### src/rtl/dpx_pkg.sv
package dpx_pkg;

  typedef enum logic [3:0] {
    OP_AND = 4'h0, OP_EOR = 4'h1, OP_SUB = 4'h2, OP_RSB = 4'h3,
    OP_ADD = 4'h4, OP_ADC = 4'h5, OP_SBC = 4'h6, OP_RSC = 4'h7,
    OP_TST = 4'h8, OP_TEQ = 4'h9, OP_CMP = 4'hA, OP_CMN = 4'hB,
    OP_ORR = 4'hC, OP_MOV = 4'hD, OP_BIC = 4'hE, OP_MVN = 4'hF
  } dp_op_e;

  typedef enum logic [1:0] {
    CLS_LOGIC = 2'd0,
    CLS_ADD   = 2'd1,
    CLS_SUB   = 2'd2
  } op_cls_e;

  typedef enum logic [2:0] {
    LF_AND   = 3'd0,
    LF_XOR   = 3'd1,
    LF_OR    = 3'd2,
    LF_PASSB = 3'd3,
    LF_ANDN  = 3'd4,
    LF_NOTB  = 3'd5
  } logic_fn_e;

  typedef struct packed {
    op_cls_e   cls;
    logic      swap;
    logic      carry_chain;
    logic      writes_rd;
    logic_fn_e lfn;
  } op_ctrl_t;

  typedef struct packed {
    logic n;
    logic z;
    logic c;
    logic v;
  } nzcv_t;

endpackage

### src/rtl/dpx_decode.sv
module dpx_decode
  import dpx_pkg::*;
(
  input  logic [3:0] opcode_i,
  output op_ctrl_t   ctrl_o
);

  always_comb begin
    ctrl_o.cls         = CLS_LOGIC;
    ctrl_o.swap        = 1'b0;
    ctrl_o.carry_chain = 1'b0;
    ctrl_o.writes_rd   = 1'b1;
    ctrl_o.lfn         = LF_AND;
    case (dp_op_e'(opcode_i))
      OP_AND: ctrl_o.lfn = LF_AND;
      OP_EOR: ctrl_o.lfn = LF_XOR;
      OP_SUB: ctrl_o.cls = CLS_SUB;
      OP_RSB: begin ctrl_o.cls = CLS_SUB; ctrl_o.swap = 1'b1; end
      OP_ADD: ctrl_o.cls = CLS_ADD;
      OP_ADC: begin ctrl_o.cls = CLS_ADD; ctrl_o.carry_chain = 1'b1; end
      OP_SBC: begin ctrl_o.cls = CLS_SUB; ctrl_o.carry_chain = 1'b1; end
      OP_RSC: begin
        ctrl_o.cls = CLS_SUB; ctrl_o.swap = 1'b1; ctrl_o.carry_chain = 1'b1;
      end
      OP_TST: begin ctrl_o.lfn = LF_AND; ctrl_o.writes_rd = 1'b0; end
      OP_TEQ: begin ctrl_o.lfn = LF_XOR; ctrl_o.writes_rd = 1'b0; end
      OP_CMP: begin ctrl_o.cls = CLS_SUB; ctrl_o.writes_rd = 1'b0; end
      OP_CMN: begin ctrl_o.cls = CLS_ADD; ctrl_o.writes_rd = 1'b0; end
      OP_ORR: ctrl_o.lfn = LF_OR;
      OP_MOV: ctrl_o.lfn = LF_PASSB;
      OP_BIC: ctrl_o.lfn = LF_ANDN;
      OP_MVN: ctrl_o.lfn = LF_NOTB;
      default: ctrl_o.lfn = LF_AND;
    endcase
  end

endmodule

### src/rtl/dpx_addsub.sv
module dpx_addsub #(
  parameter int DATA_W = 32
) (
  input  logic [DATA_W-1:0] x_i,
  input  logic [DATA_W-1:0] y_i,
  input  logic              sub_i,
  input  logic              cin_i,
  output logic [DATA_W-1:0] sum_o,
  output logic              cout_o,
  output logic              ovf_o
);

  localparam int MSB = DATA_W - 1;

  logic [DATA_W-1:0] y_eff;
  logic [DATA_W:0]   wide;

  always_comb begin
    y_eff  = sub_i ? ~y_i : y_i;
    wide   = {1'b0, x_i} + {1'b0, y_eff} + {{DATA_W{1'b0}}, cin_i};
    sum_o  = wide[MSB:0];
    cout_o = wide[DATA_W];
    ovf_o  = (x_i[MSB] == y_eff[MSB]) && (wide[MSB] != x_i[MSB]);
  end

endmodule

### src/rtl/dpx_logic_unit.sv
module dpx_logic_unit
  import dpx_pkg::*;
#(
  parameter int DATA_W = 32
) (
  input  logic [DATA_W-1:0] a_i,
  input  logic [DATA_W-1:0] b_i,
  input  logic_fn_e         fn_i,
  output logic [DATA_W-1:0] res_o
);

  always_comb begin
    case (fn_i)
      LF_AND:   res_o = a_i & b_i;
      LF_XOR:   res_o = a_i ^ b_i;
      LF_OR:    res_o = a_i | b_i;
      LF_PASSB: res_o = b_i;
      LF_ANDN:  res_o = a_i & ~b_i;
      LF_NOTB:  res_o = ~b_i;
      default:  res_o = a_i & b_i;
    endcase
  end

endmodule

### src/rtl/dpx_flag_reg.sv
module dpx_flag_reg
  import dpx_pkg::*;
#(
  parameter int DATA_W = 32
) (
  input  logic              clk,
  input  logic              rst_n,
  input  logic              upd_i,
  input  logic              is_logic_i,
  input  logic [DATA_W-1:0] res_i,
  input  logic              cout_i,
  input  logic              ovf_i,
  input  logic              shc_i,
  output nzcv_t             flags_q_o,
  output nzcv_t             flags_nxt_o
);

  localparam int MSB = DATA_W - 1;

  logic [1:0] rs_q;
  logic       rst_ok;
  logic       upd_en;
  nzcv_t      flags_q;
  nzcv_t      flags_nxt;

  always_ff @(posedge clk or negedge rst_n) begin
    if (!rst_n) rs_q <= 2'b00;
    else        rs_q <= {rs_q[0], 1'b1};
  end
  assign rst_ok = rs_q[1];

  always_comb begin
    flags_nxt = flags_q;
    if (upd_i) begin
      flags_nxt.n = res_i[MSB];
      flags_nxt.z = (res_i == '0);
      if (is_logic_i) begin
        flags_nxt.c = shc_i;
      end else begin
        flags_nxt.c = cout_i;
        flags_nxt.v = ovf_i;
      end
    end
  end

  assign upd_en = upd_i & rst_ok;

  always_ff @(posedge clk or negedge rst_n) begin
    if (!rst_n)      flags_q <= '0;
    else if (upd_en) flags_q <= flags_nxt;
  end

  assign flags_q_o   = flags_q;
  assign flags_nxt_o = flags_nxt;


  z_from_result_chk: assert property (@(posedge clk) disable iff (!rst_ok)
    upd_i |=> flags_q.z == ($past(res_i) == '0));

  n_from_result_chk: assert property (@(posedge clk) disable iff (!rst_ok)
    upd_i |=> flags_q.n == $past(res_i[MSB]));

  logic_v_hold_chk: assert property (@(posedge clk) disable iff (!rst_ok)
    upd_i && is_logic_i |=> flags_q.v == $past(flags_q.v));

  logic_c_shift_chk: assert property (@(posedge clk) disable iff (!rst_ok)
    upd_i && is_logic_i |=> flags_q.c == $past(shc_i));

  no_update_hold_chk: assert property (@(posedge clk) disable iff (!rst_ok)
    !upd_i |=> $stable(flags_q));

endmodule

### src/rtl/dp_exec_unit.sv
module dp_exec_unit
  import dpx_pkg::*;
#(
  parameter int DATA_W = 32
) (
  input  logic              clk,
  input  logic              rst_n,
  input  logic              valid_i,
  input  logic [3:0]        opcode_i,
  input  logic              set_flags_i,
  input  logic [DATA_W-1:0] op_a_i,
  input  logic [DATA_W-1:0] op_b_i,
  input  logic              shift_carry_i,
  output logic [DATA_W-1:0] result_o,
  output logic              wr_en_o,
  output logic [3:0]        flags_o,
  output logic [3:0]        flags_nxt_o
);

  op_ctrl_t          ctrl;
  nzcv_t             flags_q;
  nzcv_t             flags_nxt;
  logic [DATA_W-1:0] x_opnd;
  logic [DATA_W-1:0] y_opnd;
  logic [DATA_W-1:0] arith_res;
  logic [DATA_W-1:0] logic_res;
  logic              is_sub;
  logic              is_logic;
  logic              adder_cin;
  logic              adder_cout;
  logic              adder_ovf;

  dpx_decode u_decode (
    .opcode_i (opcode_i),
    .ctrl_o   (ctrl)
  );

  always_comb begin
    is_sub    = (ctrl.cls == CLS_SUB);
    is_logic  = (ctrl.cls == CLS_LOGIC);
    x_opnd    = ctrl.swap ? op_b_i : op_a_i;
    y_opnd    = ctrl.swap ? op_a_i : op_b_i;
    if (ctrl.carry_chain) adder_cin = flags_q.c;
    else                  adder_cin = is_sub;
  end

  dpx_addsub #(.DATA_W(DATA_W)) u_addsub (
    .x_i    (x_opnd),
    .y_i    (y_opnd),
    .sub_i  (is_sub),
    .cin_i  (adder_cin),
    .sum_o  (arith_res),
    .cout_o (adder_cout),
    .ovf_o  (adder_ovf)
  );

  dpx_logic_unit #(.DATA_W(DATA_W)) u_logic (
    .a_i   (op_a_i),
    .b_i   (op_b_i),
    .fn_i  (ctrl.lfn),
    .res_o (logic_res)
  );

  assign result_o = is_logic ? logic_res : arith_res;
  assign wr_en_o  = valid_i & ctrl.writes_rd;

  dpx_flag_reg #(.DATA_W(DATA_W)) u_flags (
    .clk         (clk),
    .rst_n       (rst_n),
    .upd_i       (valid_i & set_flags_i),
    .is_logic_i  (is_logic),
    .res_i       (result_o),
    .cout_i      (adder_cout),
    .ovf_i       (adder_ovf),
    .shc_i       (shift_carry_i),
    .flags_q_o   (flags_q),
    .flags_nxt_o (flags_nxt)
  );

  assign flags_o     = flags_q;
  assign flags_nxt_o = flags_nxt;


  test_no_wb_chk: assert property (@(posedge clk) disable iff (!rst_n)
    valid_i && (opcode_i[3:2] == 2'b10) |-> !wr_en_o);

  idle_no_wb_chk: assert property (@(posedge clk) disable iff (!rst_n)
    !valid_i |-> !wr_en_o);

endmodule

### config.mk
export PLATFORM = sky130hd
export DESIGN_NAME = dp_exec_unit
export DESIGN_NICKNAME = d
export VERILOG_FILES = /design/src/rtl/dpx_pkg.sv /design/src/rtl/dpx_decode.sv /design/src/rtl/dpx_addsub.sv /design/src/rtl/dpx_logic_unit.sv /design/src/rtl/dpx_flag_reg.sv /design/src/rtl/dp_exec_unit.sv
export SDC_FILE = /design/constraint.sdc
export NUM_CORES = 1
export LEC_CHECK = 0
export ABC_CLOCK_PERIOD_IN_PS = 10300
export CAP_MARGIN = 10
export CELL_PAD_IN_SITES_DETAIL_PLACEMENT = 0
export CELL_PAD_IN_SITES_GLOBAL_PLACEMENT = 1
export CORE_ASPECT_RATIO = 0.75
export CORE_MARGIN = 2
export CORE_UTILIZATION = 35
export DETAILED_ROUTE_END_ITERATION = 16
export GPL_TIMING_DRIVEN = 0
export PLACE_DENSITY_LB_ADDON = 0.2
export SYNTH_ARGS = -nofsm -noshare
export SYNTH_HDL_FRONTEND = slang
export SYNTH_SLANG_ARGS = --single-unit
### constraint.sdc
create_clock -name clk -period 10.3 [get_ports clk]
set_clock_uncertainty 0.1 [all_clocks]
set_input_delay 2.575 -clock clk [delete_from_list [all_inputs] [get_ports clk]]
set_output_delay 2.575 -clock clk [all_outputs]
set_load 0.02 [all_outputs]
### Word-level counts from Yosys, hierarchy flattened

Index checks and enable logic that the tools add are counted.
Widths: inputs -> output; s select.

| cells by class | value |
|---|---|
| bitwise logic cells | 9 |
| equal/unequal tests | 23 |
| add/subtract/negate cells | 2 |
| reduce and logical (&&, ||, !) cells | 9 |
| muxes and demuxes | 14 |

Operators by type and width:

| kind | number |
|---|---|
| $pmux 32 s5 | 1 |
| $mux 32 | 4 |
| $and 32x32->32 | 2 |
| $not 32->32 | 2 |
| $add 32x32->33 | 1 |
| $add 33x1->33 | 1 |
| $eq 4x4->1 const B | 8 |
| $logic_not 32->1 | 1 |
| $or 32x32->32 | 1 |
| $xor 32x32->32 | 1 |
| $eq 4x3->1 const B | 4 |
| $pmux 3 s5 | 1 |
| $eq 4x2->1 const B | 2 |
| $eq 3x2->1 const B | 2 |
| $eq 3x3->1 const B | 2 |
| $mux 1 | 6 |
| $reduce_or 3->1 | 2 |
| $reduce_or 5->1 | 1 |
| $eq 4x1->1 const B | 1 |
| $mux 4 | 1 |
| $pmux 2 s2 | 1 |
| $reduce_or 2->1 | 2 |
| $reduce_or 4->1 | 1 |
| $and 1x1->1 | 3 |
| other kinds (6) | 6 |

| storage, ports and cells | value |
|---|---|
| bits of input ports | 73 |
| output and inout port bits | 41 |
| logic and storage cells | 62 |
| register bits after elaboration | 6 |

### Logic depth before layout (Yosys ltp)

Gate-level depths: netlist (run 1).

| logic depth | value |
|---|---|
| depth after elaboration | 12 |
| mapped depth | 21 |
| gate-level depth less buffers | 16 |

### Hierarchy

From an unflattened synthesis (run 1), not the netlist that was laid out.

| second synthesis, totals | value |
|---|---|
| cell total of the unflattened synthesis | 894 |
| area total of the unflattened synthesis | 6657.6 um^2 |

By module, submodules not included:

| module | cells an instance | area an instance (um^2) | seq. area each (um^2) | instances |
|---|---|---|---|---|
| dpx_logic_unit | 443 | 2899.0 | 0.0 | 1 |
| dpx_addsub | 291 | 2090.8 | 0.0 | 1 |
| dp_exec_unit | 111 | 1243.7 | 0.0 | 1 |
| dpx_flag_reg | 35 | 344.1 | 150.1 | 1 |
| dpx_decode | 14 | 80.1 | 0.0 | 1 |

### Least setup slack after synthesis (run 1)

No wires, ideal clock.

| timing path | value |
|---|---|
| kind | input -> output |
| start point | input port opcode_i[1] |
| end point | output port flags_nxt_o[2] |
| slack | -425 ps |
| buffers on the path | 7 |
| cell stages on the path | 20 |
| data arrival time | 8050 ps |
| data required time | 7625 ps |
| path through | buf_4 -> buf_4 -> buf_2 -> buf_1 -> nand3_1 -> clkbuf_1 -> clkbuf_1 -> clkbuf_1 -> o21ai_0 -> fa_1 -> fa_1 -> a21o_1 -> a221oi_1 -> xnor2_1 -> o22ai_1 -> or4b_1 -> or4b_1 -> nor4_1 -> nand4b_1 -> o31ai_1 |

| between the ends | value |
|---|---|
| cells in the longest elaborated chain, start to end | 11 |
| elaborated cells on any way between the ends | 41 |
| those cells by class | add/sub: 2; eq/ne: 20; mux: 11; bitwise: 1; reduce/logical: 7 |

Ends and longest elaborated chain:

| element | RTL line | source |
|---|---|---|
| start: declaration | dp_exec_unit.sv:9 | `input logic [3:0] opcode_i,` |
| parallel branches: the longest is 8 deep, another holds $add 32x32->33 | - |  |
| $mux 32 * | dp_exec_unit.sv:64 | `assign result_o = is_logic ? logic_res : arith_res;` |
| via result_o[6] | dp_exec_unit.sv:14 | `output logic [DATA_W-1:0] result_o,` |
| $logic_not 32->1 * | dpx_flag_reg.sv:36 | `flags_nxt.z = (res_i == '0);` |
| $mux 4 * | dpx_flag_reg.sv:34 | `if (upd_i) begin` |
| end: declaration | dp_exec_unit.sv:17 | `output logic [3:0] flags_nxt_o` |

Mark *: on every way through the listed nets, which the timed path passes.

### Final worst setup path (run 1)

| timing path | value |
|---|---|
| start point | input port opcode_i[0] |
| end point | output port flags_nxt_o[2] |

| between the ends | value |
|---|---|
| cells in the longest elaborated chain, start to end | 11 |
| elaborated cells on any way between the ends | 41 |
| those cells by class | add/sub: 2; eq/ne: 20; mux: 11; bitwise: 1; reduce/logical: 7 |

Ends and longest elaborated chain:

| element | RTL line |
|---|---|
| parallel branches: the longest is 8 deep, another holds $add 32x32->33 | - |
| $mux 32 * | dp_exec_unit.sv:64 |
| $logic_not 32->1 * | dpx_flag_reg.sv:36 |
| $mux 4 * | dpx_flag_reg.sv:34 |

Every way passes the cells marked *.

==> results of run 1 <==
## through the flow
| step | power [mW] | util | instances |
|---|---|---|---|
| floorplan | 0.455 | - | 1015 |
| global placement | 0.716 | 0.440 | 1369 |
| detailed placement | 0.713 | 0.440 | 1369 |
| CTS | 0.810 | 0.469 | 1390 |
| global route | 0.899 | 0.475 | 1397 |
| finish | 0.844 | 0.475 | 1397 |
## worst paths after layout
path / end / slack [ns] / cells after the start
hold / removal: u_flags.rs_q[1] / 0.24 / 0
min in group asynchronous: u_flags.flags_q_o[2] / 2.50 / 1
max in group asynchronous: u_flags.rs_q[0] / 7.37 / 1
setup reg to reg: u_flags.flags_q_o[2] / 5.53 / 16
setup / recovery: flags_nxt_o[2] / 0.11 / 23
hold reg to reg: u_flags.rs_q[1] / 0.24 / 0
## synth_stat cells, drive strengths merged, types with 5 or more instances
cell type	count	area, um2
nor2	71	274
ha	63	788
o21a	8	60.1
nor3b	6	50.1
nor3	17	85.1
a21oi	111	567
nor2b	10	62.6
a2111oi	6	58.8
buf	42	223
xor2	37	324
a21o	11	82.6
dfrtp	6	150
a211oi	8	60.1
o21ai	117	586
o22ai	14	87.6
o32ai	6	52.6
o211ai	11	82.6
a311oi	5	43.8
o311ai	5	43.8
nand3	21	105
nand4	18	113
a22oi	12	90.1
o31ai	9	67.6
a221oi	7	61.3
mux2i	12	120
xnor2	27	236
nor4	9	56.3
a31oi	8	50.1
nand2	122	458
o2bb2ai	7	61.3
clkbuf	46	174
nand2b	5	31.3
mux2	6	67.6
inv	77	289
## repair_timing
action | 4_1_cts | 5_1_grt
buffers inserted | 25 | 7
pin swaps | 14 | 12
endpoints found under the setup margin | 32 | 8
gates resized for setup | 85 | 28
gates cloned | 0 | 1
hold endpoints to repair | 0 | 0
## sequential cells by signal (all words and copies together) (netlist names)
signal	cells
u_flags.flags_q_o	4
u_flags.rs_q	2
## power breakdown
part / internal, mW / leakage, nW / switching, mW
clock: 0.0498 / 0.0370 / 0.0133
sequential: 0.0266 / 0.0753 / 0.00310
combinational: 0.296 / 3.46 / 0.455
total: 0.373 / 3.58 / 0.471
## metal layers
metal  track usage  up-vias  routed length (um)
met5             0        -                   0
li1              -     3995                   -
met1         0.475     3916               14300
met4        0.0523        0                 633
met3         0.115       44                4880
met2         0.443      566               12300
## critical path, cell delays in order
cell and delay (ns):
buf_4 0.15, buf_8 0.15, buf_8 0.13, nand3_4 0.08, buf_8 0.14, clkbuf_16 0.13
buf_4 0.14, buf_4 0.13, nor2_1 0.04, a21oi_1 0.15, xor2_1 0.39, ha_1 0.32
a21o_1 0.22, and4_2 0.25, nor3_1 0.28, o32ai_1 0.19, nor4_1 0.74, o2111ai_1 0.33
nor4_4 0.35, nand4b_1 0.14, buf_6 0.16, o31ai_4 0.17, buf_6 0.15
## final cells by class
class | count | area share
Tap cell | 242 | 0.0360
Clock buffer | 3 | 0.00892
Buffer | 79 | 0.0650
Inverter | 77 | 0.0348
Timing Repair Buffer | 146 | 0.163
Sequential cell | 6 | 0.0178
Multi-Input combinational cell | 844 | 0.674
## cells by family after synthesis
family,synth area share
compound gates,0.387
simple gates,0.233
buf+inv,0.108
fa+ha+maj,0.130
flops,0.0237
xor+xnor,0.0883
mux,0.0296
other cells,0.000591
==> results.ini, run 1 <==
[drt]
via_count = 8521
drtIter0Drc = 1088
route.detailed.drc = 0
drt_first_pass_iters = 7
antenna_left = 0
routed_wl_um = 32100
routedWlPerCell_um = 23.0
viasPerCell = 6.10

[global_route]
grt_pass1_wl_um = 47200
grt_antenna_before_repair = 0
grt_pass1_vias = 7634
grt_util_all_layers = 0.321
grt_max_degree = 29
globalRouteOverflowTotal = 0

[pwr]
power_density_nw_per_um2 = 100
ir_drop_mv = 0.0581
power.leakage_nw = 3.58

[timing]
slew_viol_final = 0
setup_viol = 0
fin_ws_ns = 0.111
worst_slew_pin_slew_ns = 1.24
slew_headroom = 0.149
fin_crit_ns = 10.19
setup-tns-final_ns = 0
fin_crit_sh = 0.989
rsz0062_at_grt = no
clock.fmax_ghz = 0.0981
worst_hold_slack_ns = 0.242
hold_violations = 0

[layout]
nFillCells = 1865
area_growth_pct = 32.6
final_area_um2 = 8410
multi_input_area_um2 = 5670
nets = 1295
seqCellArea_um2 = 150
mostFrequentLayoutCells = 122 x nand2_1, 111 x o21ai_0, 108 x a21oi_1, 108 x clkdlybuf4s50_1, 76 x inv_1
final_common_cell = nand2_1
antenna_cells = 0
drive_above_1_share = 0.114

[run]
drv_cap = 0

[floorplanning]
std_cell_rows = 42
coreArea_um2 = 17700
dieHeight_um = 121
initial_core_util = 0.358
pin_count = 114
fp.dieW_um = 160
fp.dieArea_um2 = 19200

[logic_synthesis]
syn_inst = 1015
synth-seq-cells = 6
syn_area_um2 = 6350
ys_types = 84
avgSynthCellArea_um2 = 6.25
synth-warning-count = 0
syn_nets = 1153
ys_seq_area_frac = 0.0237
synth_edf_count = 0
synth_ff_type = dfrtp_1
async_reset_ff_frac = 1.00

[clocking]
tritoncts = built
cts_hold_buf = 0
clk_pin_slew_ns = 0.03
cts-root-buf = clkbuf_16
cts.sinks = 6
clk_path_buf_depth = 2
htreeDepth = 1
worstSkewPairLatency_ns = 0.23
cts_buffers = 3

[status]
status = finished, final reports clean

[critical_path]
required_ns = 7.63
timing.rr.start = u_flags.flags_q_o[1]
worstPathArrival_ns = 7.51
crit_path_start_kind = input pin
startpoint = opcode_i[0]
cp-end-kind = primary output
critical_path_class = input pin to primary output
crit_fanout = 11

[min_path]
worstHoldStart = u_flags.rs_q[0]
hp-class = register to register

[placed_design]
port_buffers = 112
place_area_um2 = 7790
gp_congestion = 0.971
dp_hpwl_um = 25100
dp_slack_ns = -2.73

No activity file was read; power rests on OpenSTA's default activity.
==> run 2, diff against run 1 <==
--- a/config.mk
+++ b/config.mk
@@ -14,7 +14,9 @@
 export CORE_UTILIZATION = 35
 export DETAILED_ROUTE_END_ITERATION = 16
 export GPL_TIMING_DRIVEN = 0
+export HOLD_SLACK_MARGIN = 0.1
 export PLACE_DENSITY_LB_ADDON = 0.2
+export SLEW_MARGIN = 0
 export SYNTH_ARGS = -nofsm -noshare
 export SYNTH_HDL_FRONTEND = slang
 export SYNTH_SLANG_ARGS = --single-unit
==> results of run 2 <==
Final layout, timing and power as in run 1 (identical DEF).
==> run 3, diff against run 2 <==
--- a/config.mk
+++ b/config.mk
@@ -16,6 +16,7 @@
 export GPL_TIMING_DRIVEN = 0
 export HOLD_SLACK_MARGIN = 0.1
 export PLACE_DENSITY_LB_ADDON = 0.2
+export REMOVE_ABC_BUFFERS = 1
 export SLEW_MARGIN = 0
 export SYNTH_ARGS = -nofsm -noshare
 export SYNTH_HDL_FRONTEND = slang
==> results.ini, run 3 (synthesis gave the netlist of run 1 again) <==
[status]
status = finished, final reports clean

[critical_path]
worstPathArrival_ns = 7.59
crit_fanout = 42
critical_path_class = input pin to primary output
timing.rr.start = u_flags.flags_q_o[1]
ff2ff_setup_slack_ns = 5.42
cp-end-kind = primary output
required_ns = 7.63
crit_path_start_kind = input pin
startpoint = opcode_i[2]

[global_route]
globalRouteOverflowTotal = 0
grt_pass1_wl_um = 41000
grt_util_all_layers = 0.265
grt_pass1_vias = 7135
grt_max_degree = 70
grt_antenna_before_repair = 0

[placed_design]
dp_hpwl_um = 19000
gp_congestion = 0.928
port_buffers = 113
place_inst = 1289

[floorplanning]
fp.dieW_um = 160
coreArea_um2 = 17700
initial_core_util = 0.358
std_cell_rows = 42
dieHeight_um = 121
pin_count = 114
fp.dieArea_um2 = 19200

[clocking]
cts.sinks = 6
htreeDepth = 1
worstSkewPairLatency_ns = 0.23
cts_buffers = 3
tritoncts = built
cts-root-buf = clkbuf_16
clk_path_buf_depth = 2
clk_pin_slew_ns = 0.03

[timing]
rsz0062_at_grt = yes
setup_viol = 0
fin_crit_ns = 10.26
slew_headroom = 0.264
clock.fmax_ghz = 0.0974
hold_violations = 0
fin_crit_sh = 0.996
slew_viol_final = 0
worst_slew_pin_slew_ns = 1.10

[pwr]
ir_drop_mv = 0.0786
power_density_nw_per_um2 = 97.5
power.leakage_nw = 3.27

[drt]
viasPerCell = 5.96
drt_first_pass_iters = 5
via_count = 7778
route.detailed.drc = 0
routedWlPerCell_um = 20.6
routed_wl_um = 26800
antenna_left = 0
drtIter0Drc = 899

[layout]
area_growth_pct = 24.4
drive_above_1_share = 0.0593
antenna_cells = 0
nets = 1203
post-route-util = 0.446
mostFrequentLayoutCells = 122 x nand2_1, 113 x o21ai_0, 110 x a21oi_1
final_common_cell = nand2_1
final_cells = 1305
largest_reg_flops = 4

[run]
drv_cap = 0

[min_path]
worstHoldStart = u_flags.rs_q[0]
hp-class = register to register

## run 3: cell type report
| type | count | area (um2) |
|---|---|---|
| flip-flops and latches | 6 | 150 |
| repair buffers | 130 | 1440 |
| multi-input cells | 846 | 5630 |
| fillers | 1925 | 9810 |
| well taps | 242 | 303 |
| clock buffers | 3 | 75.1 |
| inverters | 77 | 297 |
| repair inverters | 1 | 5.00 |
## run 3: critical path, stage by stage
cell and delay, ns:
buf_2 0.20, buf_12 0.22, nor2_2 0.27, o21ai_4 0.12, buf_16 0.18, xor2_1 0.18, fa_2 0.44, fa_2 0.38
a21o_1 0.24, a221o_1 0.38, a21oi_4 0.22, nor4_1 0.08, or3_4 0.43, or4_1 0.56, nor4_2 0.33, nand4b_1 0.28
o31ai_2 0.28, buf_4 0.18
## run 3: metal layers
| metal | GRT usage | vias to the layer above | routed length (um) |
|---|---|---|---|
| met2 | 0.391 | 356 | 10900 |
| li1 | - | 3808 | - |
| met5 | 0 | - | 0 |
| met4 | 0.0131 | 0 | 51 |
| met3 | 0.0360 | 6 | 2320 |
| met1 | 0.418 | 3608 | 13600 |
## run 3: repair_timing
action	4_1_cts	5_1_grt
endpoints found under the setup margin	35	6
endpoints found under the hold margin	0	0
pin swaps	9	5
setup buffers	6	2
cloned	3	2
resized for setup	28	10
hold buffers	0	0
## run 3: path summary, 6_finish.rpt
kind	endpoint	cells after the start
worst max-delay path	flags_nxt_o[2]	18
worst min-delay path	u_flags.rs_q[1]	0
worst max register to register	u_flags.flags_q_o[2]	15
worst min register to register	u_flags.rs_q[1]	0
max in group asynchronous	u_flags.flags_q_o[3]	1
min in group asynchronous	u_flags.flags_q_o[0]	1
## run 3: metrics by stage
stage          hold WS [ns]  setup slack [ns]  area [um2]  power, mW  TNS (ns)
3_3_place_gp          0.236             -7.25        7380      0.675   -215.34
3_5_place_dp          0.241             -2.80        7570      0.679    -37.89
6_report              0.247            0.0361        7900      0.770         0
5_1_grt               0.253            -0.126        7900      0.833    -0.126
4_1_cts               0.249           0.00293        7790      0.756         0
2_1_floorplan         0.231             -1.74        5950      0.432     -9.84
## run 3: where the power goes
group / switching [mW] / internal (mW) / total [mW] / leakage [nW]
Combinational: 0.405 / 0.274 / 0.679 / 3.16
Clock: 0.0124 / 0.0498 / 0.0621 / 0.0370
Sequential: 0.00293 / 0.0266 / 0.0296 / 0.0753
